`config.mk`:
```
export PLATFORM = sky130hd
export DESIGN_NAME = varint_decoder
export DESIGN_NICKNAME = d
export VERILOG_FILES = /design/src/rtl/varint_pkg.sv /design/src/rtl/varint_lane_place.sv /design/src/rtl/varint_frame_ctrl.sv /design/src/rtl/varint_accum.sv /design/src/rtl/varint_result_reg.sv /design/src/rtl/varint_decoder.sv
export SDC_FILE = /design/constraint.sdc
export NUM_CORES = 1
export LEC_CHECK = 0
export CORE_ASPECT_RATIO = 1.4
export CORE_MARGIN = 3
export CORE_UTILIZATION = 40
export DETAILED_ROUTE_END_ITERATION = 10
export PLACE_DENSITY = 0.64
export SLEW_MARGIN = 25
export SYNTH_ARGS = -nofsm -noshare
export SYNTH_HDL_FRONTEND = slang
export SYNTH_HIERARCHICAL = 1
export SYNTH_SLANG_ARGS = --single-unit
```
`constraint.sdc`:
```
create_clock -name clk -period 2.45 [get_ports clk]
set_clock_uncertainty 0.1 [all_clocks]
set_input_delay 0.3675 -clock clk [delete_from_list [all_inputs] [get_ports clk]]
set_output_delay 0.3675 -clock clk [all_outputs]
set_load 0.1 [all_outputs]
```
`src/rtl/varint_pkg.sv`:
```
// Shared constants and types for the Varint decoder.
// Assumes a fixed 8-bit byte with one flag bit on top of seven payload bits.
package varint_pkg;
    localparam int BYTE_W   = 8;
    localparam int PAY_W    = 7;
    localparam int FLAG_BIT = 7;

    // Decoder mode: collecting groups of a value, or dropping a broken one
    typedef enum logic {
        ST_COLLECT = 1'b0,
        ST_DISCARD = 1'b1
    } dec_state_e;

    // Number of bytes needed to carry a value of the given width
    function automatic int groups_for(input int width);
        return (width + PAY_W - 1) / PAY_W;
    endfunction
endpackage

```
`src/rtl/varint_lane_place.sv`:
```
// Places one 7-bit payload group at bit offset 7*idx of a VALUE_W-wide word.
// Assumes idx < MAX_BYTES; every other bit of the output is zero.
// The top lane is truncated to the bits that remain in the value.
module varint_lane_place
    import varint_pkg::*;
#(
    parameter int VALUE_W   = 64,
    parameter int MAX_BYTES = 10,
    parameter int IDX_W     = 4
) (
    input  logic [PAY_W-1:0]   payload,
    input  logic [IDX_W-1:0]   idx,
    output logic [VALUE_W-1:0] placed
);
    // One lane per byte slot; the lanes cover disjoint bit ranges
    for (genvar g = 0; g < MAX_BYTES; g++) begin : g_lane
        localparam int LO  = g * PAY_W;
        localparam int WID = (VALUE_W - LO < PAY_W) ? (VALUE_W - LO) : PAY_W;
        assign placed[LO +: WID] = (idx == IDX_W'(g)) ? payload[WID-1:0] : '0;
    end
endmodule

```
`src/rtl/varint_frame_ctrl.sv`:
```
// Tracks the byte slot within the current value and the collect/discard mode.
// Decides, for each accepted byte, whether it extends, completes or breaks
// the value. Assumes in_valid marks an accepted byte (no backpressure).
module varint_frame_ctrl
    import varint_pkg::*;
#(
    parameter int MAX_BYTES = 10,
    parameter int LAST_W    = 1,
    parameter int IDX_W     = 4
) (
    input  logic             clk,
    input  logic             rst_n,
    input  logic             in_valid,
    input  logic             flag,
    input  logic [PAY_W-1:0] payload,
    output logic [IDX_W-1:0] idx,
    output logic             in_collect,
    output logic             extend,
    output logic             complete,
    output logic             bad
);
    localparam logic [IDX_W-1:0] LAST_IDX = IDX_W'(MAX_BYTES - 1);

    dec_state_e state;
    logic       last_slot;
    logic       overrange;

    // Final-slot checks: payload bits beyond the value width are illegal
    always_comb begin
        last_slot = (idx == LAST_IDX);
        overrange = |(payload >> LAST_W);
    end

    // Classify the accepted byte in collect mode
    always_comb begin
        in_collect = (state == ST_COLLECT);
        bad        = in_collect && in_valid && last_slot && (flag || overrange);
        complete   = in_collect && in_valid && !flag && !bad;
        extend     = in_collect && in_valid && flag && !bad;
    end

    // Slot index: advance on extend, restart on complete or error
    always_ff @(posedge clk) begin
        if (!rst_n) begin
            idx <= '0;
        end else if (extend) begin
            idx <= idx + 1'b1;
        end else if (complete || bad) begin
            idx <= '0;
        end
    end

    // Mode: enter discard on a flagged bad byte, leave on a flag-clear byte
    always_ff @(posedge clk) begin
        if (!rst_n) begin
            state <= ST_COLLECT;
        end else if (bad && flag) begin
            state <= ST_DISCARD;
        end else if ((state == ST_DISCARD) && in_valid && !flag) begin
            state <= ST_COLLECT;
        end
    end

    AST_IDX_BOUND: assert property (@(posedge clk) disable iff (!rst_n)
        idx <= LAST_IDX);
    AST_DISCARD_IDX_ZERO: assert property (@(posedge clk) disable iff (!rst_n)
        (state == ST_DISCARD) |-> (idx == '0));
    AST_GAP_HOLDS_IDX: assert property (@(posedge clk) disable iff (!rst_n)
        !in_valid |=> $stable(idx));
endmodule

```
`src/rtl/varint_accum.sv`:
```
// Holds the groups of the value being received. Merges the current byte's
// placed payload with the stored groups, and clears after each value ends.
// Assumes the placed input has nonzero bits only in the current slot.
module varint_accum
    import varint_pkg::*;
#(
    parameter int VALUE_W = 64
) (
    input  logic               clk,
    input  logic               rst_n,
    input  logic               extend,
    input  logic               finish,
    input  logic [VALUE_W-1:0] placed,
    output logic [VALUE_W-1:0] merged
);
    logic [VALUE_W-1:0] acc;

    // Stored groups plus the group arriving this cycle
    always_comb begin
        merged = acc | placed;
    end

    // Keep groups while a value continues; start empty for the next value
    always_ff @(posedge clk) begin
        if (!rst_n) begin
            acc <= '0;
        end else if (extend) begin
            acc <= merged;
        end else if (finish) begin
            acc <= '0;
        end
    end
endmodule

```
`src/rtl/varint_result_reg.sv`:
```
// Registers the decoded value and byte count on completion, and produces
// the one-cycle valid and error pulses. Result data holds between values.
module varint_result_reg
    import varint_pkg::*;
#(
    parameter int VALUE_W   = 64,
    parameter int MAX_BYTES = 10,
    parameter int IDX_W     = 4,
    parameter int CNT_W     = 4
) (
    input  logic               clk,
    input  logic               rst_n,
    input  logic               complete,
    input  logic               bad,
    input  logic [IDX_W-1:0]   idx,
    input  logic [VALUE_W-1:0] merged,
    output logic               out_valid,
    output logic [VALUE_W-1:0] out_value,
    output logic [CNT_W-1:0]   out_count,
    output logic               out_error
);
    // Pulses last one cycle: they follow the classification of each byte
    always_ff @(posedge clk) begin
        if (!rst_n) begin
            out_valid <= 1'b0;
            out_error <= 1'b0;
        end else begin
            out_valid <= complete;
            out_error <= bad;
        end
    end

    // Capture value and byte count when a value completes
    always_ff @(posedge clk) begin
        if (!rst_n) begin
            out_value <= '0;
            out_count <= '0;
        end else if (complete) begin
            out_value <= merged;
            out_count <= CNT_W'(idx) + CNT_W'(1);
        end
    end

    AST_COUNT_RANGE: assert property (@(posedge clk) disable iff (!rst_n)
        out_valid |-> (out_count >= CNT_W'(1)) && (out_count <= CNT_W'(MAX_BYTES)));
    AST_HIGH_BITS_ZERO: assert property (@(posedge clk) disable iff (!rst_n)
        (out_valid && (out_count < CNT_W'(MAX_BYTES)))
            |-> ((out_value >> (PAY_W * int'(out_count))) == '0));
    AST_PULSES_EXCLUSIVE: assert property (@(posedge clk) disable iff (!rst_n)
        !(out_valid && out_error));
endmodule

```
`src/rtl/varint_decoder.sv`:
```
// Byte-serial Varint decoder top. Splits each byte into flag and payload,
// places the payload by slot, accumulates, and reports the finished value,
// its byte count, and malformed final-slot bytes. One byte per clock, never
// stalls; synchronous active-low reset.
module varint_decoder
    import varint_pkg::*;
#(
    parameter int VALUE_W = 64,
    localparam int MAX_BYTES = groups_for(VALUE_W),
    localparam int LAST_W    = VALUE_W - PAY_W * (MAX_BYTES - 1),
    localparam int IDX_W     = (MAX_BYTES > 1) ? $clog2(MAX_BYTES) : 1,
    localparam int CNT_W     = $clog2(MAX_BYTES + 1)
) (
    input  logic               clk,
    input  logic               rst_n,
    input  logic               in_valid,
    input  logic [BYTE_W-1:0]  in_byte,
    output logic               out_valid,
    output logic [VALUE_W-1:0] out_value,
    output logic [CNT_W-1:0]   out_count,
    output logic               out_error
);
    logic               flag;
    logic [PAY_W-1:0]   payload;
    logic [IDX_W-1:0]   idx;
    logic               in_collect;
    logic               extend;
    logic               complete;
    logic               bad;
    logic [VALUE_W-1:0] placed;
    logic [VALUE_W-1:0] merged;

    // Separate the continuation flag from the payload group
    always_comb begin
        flag    = in_byte[FLAG_BIT];
        payload = in_byte[PAY_W-1:0];
    end

    varint_frame_ctrl #(
        .MAX_BYTES (MAX_BYTES),
        .LAST_W    (LAST_W),
        .IDX_W     (IDX_W)
    ) u_ctrl (
        .clk        (clk),
        .rst_n      (rst_n),
        .in_valid   (in_valid),
        .flag       (flag),
        .payload    (payload),
        .idx        (idx),
        .in_collect (in_collect),
        .extend     (extend),
        .complete   (complete),
        .bad        (bad)
    );

    varint_lane_place #(
        .VALUE_W   (VALUE_W),
        .MAX_BYTES (MAX_BYTES),
        .IDX_W     (IDX_W)
    ) u_place (
        .payload (payload),
        .idx     (idx),
        .placed  (placed)
    );

    varint_accum #(
        .VALUE_W (VALUE_W)
    ) u_accum (
        .clk    (clk),
        .rst_n  (rst_n),
        .extend (extend),
        .finish (complete || bad),
        .placed (placed),
        .merged (merged)
    );

    varint_result_reg #(
        .VALUE_W   (VALUE_W),
        .MAX_BYTES (MAX_BYTES),
        .IDX_W     (IDX_W),
        .CNT_W     (CNT_W)
    ) u_result (
        .clk       (clk),
        .rst_n     (rst_n),
        .complete  (complete),
        .bad       (bad),
        .idx       (idx),
        .merged    (merged),
        .out_valid (out_valid),
        .out_value (out_value),
        .out_count (out_count),
        .out_error (out_error)
    );

    AST_SINGLE_BYTE_DONE: assert property (@(posedge clk) disable iff (!rst_n)
        (in_valid && !in_byte[FLAG_BIT] && in_collect && (idx == '0))
            |=> (out_valid && (out_count == CNT_W'(1))));
    AST_ERROR_LAST_SLOT: assert property (@(posedge clk) disable iff (!rst_n)
        out_error |-> ($past(idx) == IDX_W'(MAX_BYTES - 1)));
    AST_DISCARD_SILENT: assert property (@(posedge clk) disable iff (!rst_n)
        !in_collect |=> (!out_valid && !out_error));
    AST_IDLE_NO_PULSE: assert property (@(posedge clk) disable iff (!rst_n)
        !in_valid |=> (!out_valid && !out_error));
    AST_FLAG_CONTINUES: assert property (@(posedge clk) disable iff (!rst_n)
        (in_valid && in_byte[FLAG_BIT]) |=> !out_valid);
endmodule

```
* After elaboration in Yosys (flattened, before gate mapping) *
Cells that the tools add are included.
Widths: inputs -> output; s select.

operators by class
  reduce and logical (&&, ||, !) cells = 18
  multiplexer cells = 16
  $add $sub $neg = 1
  eq/ne operators = 9
  bitwise gates (word level) = 2

operator list
  operator             count
  $mux 64              2
  $or 64x64->64        1
  $mux 7               9
  $eq 4x3->1 const B   4
  $logic_and 1x1->1    10
  $eq 4x2->1 const B   2
  $eq 4x4->1 const B   2
  $mux 4               2
  $reduce_or 6->1      1
  $add 4x1->4 const B  1
  $eq 4x1->1 const B   1
  $logic_not 4->1      1
  $reduce_bool 2->1    2
  $mux 1               3
  $logic_not 1->1      2
  $logic_or 1x1->1     2
  $not 1->1            1

word-level totals
  bits of input ports = 11
  register bits after elaboration = 139

* Depth between registers and ports, before layout *
Gate-level depths: netlist of run 1.

  depth in word-level cells = 9
  mapped depth = 10

* By module *
Netlist of run 1, hierarchy kept.

by module, submodules not included
  module             cells an instance  area an instance (um^2)  instances
  varint_accum       349                2,964.1                  1
  varint_result_reg  227                2,717.6                  1
  varint_lane_place  91                 459.2                    1
  varint_frame_ctrl  39                 311.5                    1
  varint_decoder     1                  6.3                      1

* Worst setup path before layout of run 1 *
Ideal clock, no wire load.

  path type = register to register
  from = reg u_ctrl.idx[1]
  to = reg u_accum.acc[10]
  arrival = 1,817 ps
  slack = 418 ps
  data required time = 2,235 ps
  library setup time = 115 ps
  stages on the path, launching flop included = 10
  clock period less this slack = 2,032 ps
  cells stage by stage = dfxtp_1 > inv_1 > ha_1 > and3b_1 > a211oi_1 > or2_1 > nor2b_2 > buf_6 > buf_6 > o21ai_2

between the ends
  word-level cells in the longest chain between the ends = 7

RTL lines
  what                             line                     RTL
  from (decl)                      varint_frame_ctrl.sv:16  output logic [IDX_W-1:0] idx,
  from (signal assigned)           varint_frame_ctrl.sv:47  idx <= idx + 1'b1;
  $eq 4x4->1                       varint_frame_ctrl.sv:30  last_slot = (idx == LAST_IDX);
  $logic_and 1x1->1 (2 in series)  varint_frame_ctrl.sv:37  bad = in_collect && in_valid && last_slot && (flag || overrange);
  $logic_not 1->1                  varint_frame_ctrl.sv:38  complete = in_collect && in_valid && !flag && !bad;
  $logic_and 1x1->1                varint_frame_ctrl.sv:38
  via complete                     varint_decoder.sv:28     logic complete;
  $logic_or 1x1->1                 varint_decoder.sv:72     .finish (complete || bad),
  $reduce_bool 2->1 (no line)      --
  to (signal assigned)             varint_accum.sv:28       acc <= merged;
  to (decl)                        varint_accum.sv:16       logic [VALUE_W-1:0] acc;

The timed path passes the listed nets, and every way through them passes these cells.
A chain may end at the register's enable or synchronous reset.

* Worst setup path in the final report of run 1 *
  from = in in_byte[3]
  to = reg u_result.out_value[34]

between the ends
  word-level cells in the longest chain between the ends = 5

RTL lines
  what                  line                     RTL
  from (decl)           varint_decoder.sv:17     input logic [BYTE_W-1:0] in_byte,
  $reduce_or 6->1       varint_frame_ctrl.sv:31  overrange = |(payload >> LAST_W);
  $logic_or 1x1->1      varint_frame_ctrl.sv:37
  $logic_and 1x1->1     varint_frame_ctrl.sv:37
  $logic_not 1->1       varint_frame_ctrl.sv:38
  $logic_and 1x1->1     varint_frame_ctrl.sv:38
  via complete          varint_decoder.sv:28
  to (signal assigned)  varint_result_reg.sv:39  out_value <= merged;
  to (decl)             varint_result_reg.sv:18  output logic [VALUE_W-1:0] out_value,

The timed path passes the listed nets, and every way through them passes these cells.

==> results.yml, run 1 <==
routing:
  met1_length_mm: 6.32
  wl_met3_um: 615
  routed.top_layer: "met4"
  drt_iter0_markers: 195
  ant_nets: 0
  routed-via-count: 4974
  wl_mm: 15.0
  vias_per_cell: 5.02
  wl_met2_mm: 7.79
  wire_per_inst_um: 15.2
  drc: 0
  firstDrtPassIters: 4
clock_tree:
  post_cts.repair.setup_buffers: 0
  cts_htree_levels: 4
  cts_tree: "yes"
  cts_buffers: 17
  clkSlewWorstSetupHoldPaths_ns: 0.06
  cts.path.max_buffers: 2
  postCtsResizedCells: 0
  cts_root_buf: "clkbuf_16"
  cts_hold_buf: 0
  cts.sinks: 139
  clkLatencyLatePin_ns: 0.42
power_and_ir_drop:
  swShare_pct: 24.7
  pwr-share-seq_pct: 43.3
  p_leak_nw: 3.23
  combPwrFrac_pct: 8.5
  switchingPower_mw: 1.31
  power.internal_mw: 3.99
  clockPowerShare_pct: 48.3
  power_density_nw_per_um2: 678
  vdd_drop_max_v: 0.000364
global_route:
  grt_max_degree: 111
  gr-total-overflow: 0
  grt_pass1_vias: 4879
  grtUsageTotal_pct: 17.4
  antenna_found_initial: 0
  grt_pass1_wl_mm: 24.6
floorplanning:
  start_util_pct: 41.2
  core_um2: 15700
  row_count: 54
  die_w_um: 113
  die_h_um: 156
  num_io_pins: 81
  die-area_um2: 17700
setup_path:
  cpMaxStageDelayCell: "clkdlybuf4s50_1"
  path_common_cell: "buf_4"
  endpoint_kind: "flip-flop"
  cp_top_family: "buffers and inverters"
  criticalPathCategory: "in -> reg"
  crit_fanout: 8
  path_cells: "clkdlybuf4s50_1 -> nor4_1 -> nand2_1 -> a211oi_4 -> buf_4 -> buf_4 -> mux2i_1 -> nor2b_1"
  worstPathArrival_ns: 2.28
  critPathMaxStageDelay_ns: 0.48
  critPathBufInv: 3
  cp-start-kind: "input port"
  required_ns: 2.65
timing:
  slew_violations: 0
  hold_viol: 0
  tightest_slew_ns: 0.537
  setup_viol: 0
  fin_crit_ns: 2.08
  slew_headroom_pct: 64.2
  timing.final.crit_share_pct: 84.8
  fmax_mhz: 481
  rsz0062_at_grt: "no"
  tns_ns: 0
  worst_hold_slack_ns: 0.205
cells_and_area:
  nNetsFinal: 796
  antenna_cells: 0
  nFillCells: 1516
  drive_gt1_share_pct: 32.5
  utilization_pct: 49.9
  fin_cells: 991
  area_growth_pct: 21.2
place:
  placed_cells: 959
  port_buffers: 80
  dp_hpwl_mm: 10.5
  globalplace.congestion: 0.822
logic_synthesis:
  netlist_area_um2: 6450
  synthCells: 706
  avgSynthCellArea_um2: 9.14
  ys_warn_count: 6
  syn_nets: 720
job:
  cap_violations: 0
worst_hold_path:
  hold_class: "in -> reg"
status:
  status: "completed"
-- stage by stage --
| step | worst slack, ns | instance area (µm²) | power, mW |
|---|---|---|---|
| after floorplan | 0.418 | 6450 | 2.69 |
| after global placement | 0.0268 | 7230 | 2.79 |
| after detailed placement | 0.00214 | 7230 | 2.79 |
| after global routing | 0.272 | 7820 | 5.49 |
| after CTS | 0.426 | 7820 | 5.36 |
| final | 0.373 | 7820 | 5.30 |
-- state kept, by name (all words and copies together) (netlist names) --
signal              flops
u_result/out_valid      1
u_result/out_count      4
u_result/out_error      1
u_ctrl/state            1
u_accum/acc            64
u_ctrl/idx              4
u_result/out_value     64
-- final timing paths --
kind / from / endpoint / slack (ns) / cells past startpoint
setup / recovery: in_byte[3] / u_result/out_value[34] / 0.37 / 8
hold / removal: rst_n / u_accum/acc[61] / 0.21 / 3
setup reg to reg: u_ctrl/idx[1] / u_result/out_value[34] / 0.45 / 8
hold reg to reg: u_accum/acc[9] / u_accum/acc[9] / 0.35 / 2
-- per-layer routing --
layer	vias up	global-route usage (%)
li1	2497	-
met1	2348	20.9
met2	107	30.3
met3	22	3.60
met4	0	6.59
met5	-	0
-- cells in the final DEF (no fill, tap or decap), types with 7 or more instances in the layout --
master,count
nor2b_1,66
and2_1,9
nand2_1,70
buf_12,7
mux2i_1,65
or2_2,64
nand3_1,66
clkbuf_16,17
o21ai_1,7
buf_4,91
dfxtp_1,139
o21ai_2,53
nand3b_1,10
nor2_1,60
clkdlybuf4s50_1,9
-- power groups by stage --
stage / Clock (mW) / Combinational, mW / Sequential [mW]
6_report: 2.56 / 0.448 / 2.29
5_1_grt: 2.72 / 0.476 / 2.29
4_1_cts: 2.62 / 0.451 / 2.29
3_5_place_dp: 0 / 0.450 / 2.34
3_3_place_gp: 0 / 0.443 / 2.34
2_1_floorplan: 0 / 0.256 / 2.44
-- worst register-to-register path: cells and delay by family (launching register included) --
kind | cells | cell delay, ns
buffers and inverters | 3 | 0.48
AO/OA/AOI/OAI | 1 | 0.25
AND/OR/NAND/NOR | 2 | 0.30
flip-flops | 1 | 0.33
multiplexers | 1 | 0.23
adder cells (fa/ha/maj) | 1 | 0.19
-- cell type report --
| class | count | area (µm²) | share of cell area [%] |
|---|---|---|---|
| clock inverters | 13 | 143 | 1.82 |
| flip-flops and latches | 139 | 2780 | 35.6 |
| inverters | 3 | 11.3 | 0.144 |
| well taps | 196 | 245 | 3.13 |
| clock buffers | 19 | 453 | 5.79 |
| repair buffers | 107 | 913 | 11.7 |
| multi-input cells | 514 | 3270 | 41.9 |
Note: power is estimated with default switching activity, not from simulation.
==> run 2: changes to the inputs <==
--- a/config.mk
+++ b/config.mk
@@ -9,7 +9,7 @@
 export CORE_MARGIN = 3
 export CORE_UTILIZATION = 40
 export DETAILED_ROUTE_END_ITERATION = 10
-export PLACE_DENSITY = 0.64
+export PLACE_DENSITY = 0.66
 export SLEW_MARGIN = 25
 export SYNTH_ARGS = -nofsm -noshare
 export SYNTH_HDL_FRONTEND = slang
==> constraint.sdc (replaced) <==
create_clock -name clk -period 1.75 [get_ports clk]
set_clock_uncertainty 0.1 [all_clocks]
set_input_delay 0.2625 -clock clk [delete_from_list [all_inputs] [get_ports clk]]
set_output_delay 0.2625 -clock clk [all_outputs]
set_load 0.1 [all_outputs]
==> results.yml, run 2 (synthesized netlist as in run 1, its figures left out) <==
clock_tree:
  cts_htree_levels: 4
  cts_tree: "yes"
  cts.path.max_buffers: 2
  cts_buffers: 17
  clkLatencyLatePin_ns: 0.42
  clkSlewWorstSetupHoldPaths_ns: 0.06
  cts_root_buf: "clkbuf_16"
  cts.sinks: 139
  cts_hold_buf: 0
global_route:
  grtUsageTotal_pct: 18.2
  antenna_found_initial: 0
  grt_pass1_vias: 5214
  grt_max_degree: 87
  grt_pass1_wl_mm: 25.7
  gr-total-overflow: 0
worst_hold_path:
  hold_class: "in -> reg"
floorplanning:
  start_util_pct: 41.2
  die-area_um2: 17700
  row_count: 54
  num_io_pins: 81
  die_w_um: 113
  die_h_um: 156
  core_um2: 15700
power_and_ir_drop:
  p_leak_nw: 3.68
  power_density_nw_per_um2: 844
  p_total_mw: 7.74
  vdd_drop_max_v: 0.000489
setup_path:
  required_ns: 1.96
  reg2reg_depth: 10
  cp-start-kind: "flip-flop"
  r2r_start: "u_ctrl/idx[1]"
  endpoint_kind: "flip-flop"
  worstPathArrival_ns: 2.15
  criticalPathCategory: "reg -> reg"
  crit_fanout: 8
  r2r_slack_ns: -0.19
  crit_start: "u_ctrl/idx[1]"
  timing.rr.end: "u_accum/acc[11]"
  crit_end: "u_accum/acc[11]"
place:
  placed_cells: 975
  dp_hpwl_mm: 10.6
  placedInstanceArea_um2: 8280
  globalplace.congestion: 0.800
  port_buffers: 80
  dpl_worst_slack_ns: -0.628
timing:
  slew_violations: 0
  timing.final.crit_share_pct: 111
  fmax_mhz: 516
  timing.final.ws_setup_ns: -0.189
  fin_crit_ns: 1.94
  tns_ns: -16.37
  rsz0062_at_grt: "yes"
  tightest_slew_ns: 0.318
  worst_hold_slack_ns: 0.123
  setup_viol: 132
  hold_viol: 0
  slew_headroom_pct: 78.8
status:
  status: "finished with violations"
  violations: "setup timing"
routing:
  ant_nets: 0
  wire_per_inst_um: 15.8
  drc: 0
  firstDrtPassIters: 5
  drt_iter0_markers: 319
  routed-via-count: 5219
  vias_per_cell: 5.11
  wl_mm: 16.2
cells_and_area:
  antenna_cells: 0
  final_common_cell: "dfxtp_1"
  nNetsFinal: 826
  area_growth_pct: 42.2
  final_cell_area_um2: 9180
  fin_cells: 1021
  utilization_pct: 58.5
  drive_gt1_share_pct: 37.0
  reg_top3: "u_accum/acc x64, u_result/out_value x64"
  layout_common_cells: "137 x dfxtp_1, 80 x buf_12, 70 x nand2_1, 66 x nand3_1, 66 x nor2b_1"
job:
  cap_violations: 0
==> run 2: cell types whose count changed in the layout (fill, tap and decap cells not counted), sizes merged, moves of 3 or more <==
cell and delta:
clkdlybuf4s50 -4, dlygate4sd2 +4, clkinv -3, inv +4, buf +28
==> run 2: critical path, cell delays in order, from the launching register on <==
cell,delay [ns]
dfxtp_4,0.34
inv_2,0.04
ha_4,0.15
and3b_2,0.24
a211oi_4,0.22
or2_1,0.14
nor2b_4,0.17
buf_6,0.13
buf_12,0.11
buf_16,0.13
o21ai_2,0.05
==> run 2: how the worst min path moves through the flow <==
stage / start / slack [ns] / end / depth (start not counted)
4_1_cts: rst_n / 0.11 / u_result/out_value[40] / 2
3_3_place_gp: u_accum/acc[62] / 0.34 / u_accum/acc[62] / 2
5_1_grt: rst_n / 0.12 / u_result/out_value[38] / 2
2_1_floorplan: u_accum/acc[60] / 0.33 / u_accum/acc[60] / 2
6_report: rst_n / 0.12 / u_result/out_value[40] / 2
3_5_place_dp: u_accum/acc[4] / 0.35 / u_accum/acc[4] / 2
==> run 2: power by group <==
part / switching, mW / internal [mW]
registers: 0.0272 / 3.19
clock network: 1.44 / 2.31
logic: 0.449 / 0.323
total: 1.92 / 5.83
==> run 2: timing repair <==
item	4_1_cts	5_1_grt
gates resized for setup	20	10
pin swaps	5	2
setup endpoints to repair	132	132
setup buffers	8	1
cloned	5	2
==> run 2: metal layers <==
| layer | global-route usage, % | up-vias | wire length, µm |
|---|---|---|---|
| met5 | 0 | - | 0 |
| met4 | 8.30 | 0 | 487 |
| met3 | 3.95 | 33 | 770 |
| met2 | 31.2 | 157 | 8490 |
| met1 | 21.9 | 2471 | 6410 |
| li1 | - | 2558 | - |
==> run 2: layout make-up <==
type,instances,area [µm²]
Clock buffer,18,439
Timing Repair Buffer,137,2180
Fill cell,1317,6500
Tap cell,196,245
Sequential cell,139,2790
Clock inverter,14,181
Multi-Input combinational cell,514,3340
Inverter,3,11.3
==> run 3: changes to the inputs <==
--- a/config.mk
+++ b/config.mk
@@ -8,6 +8,7 @@
 export CORE_ASPECT_RATIO = 1.4
 export CORE_MARGIN = 3
 export CORE_UTILIZATION = 40
+export CTS_CLUSTER_DIAMETER = 80
 export DETAILED_ROUTE_END_ITERATION = 10
 export PLACE_DENSITY = 0.66
 export SLEW_MARGIN = 25
==> results of run 3 <==
Final layout, timing and power as in run 2 (identical DEF).
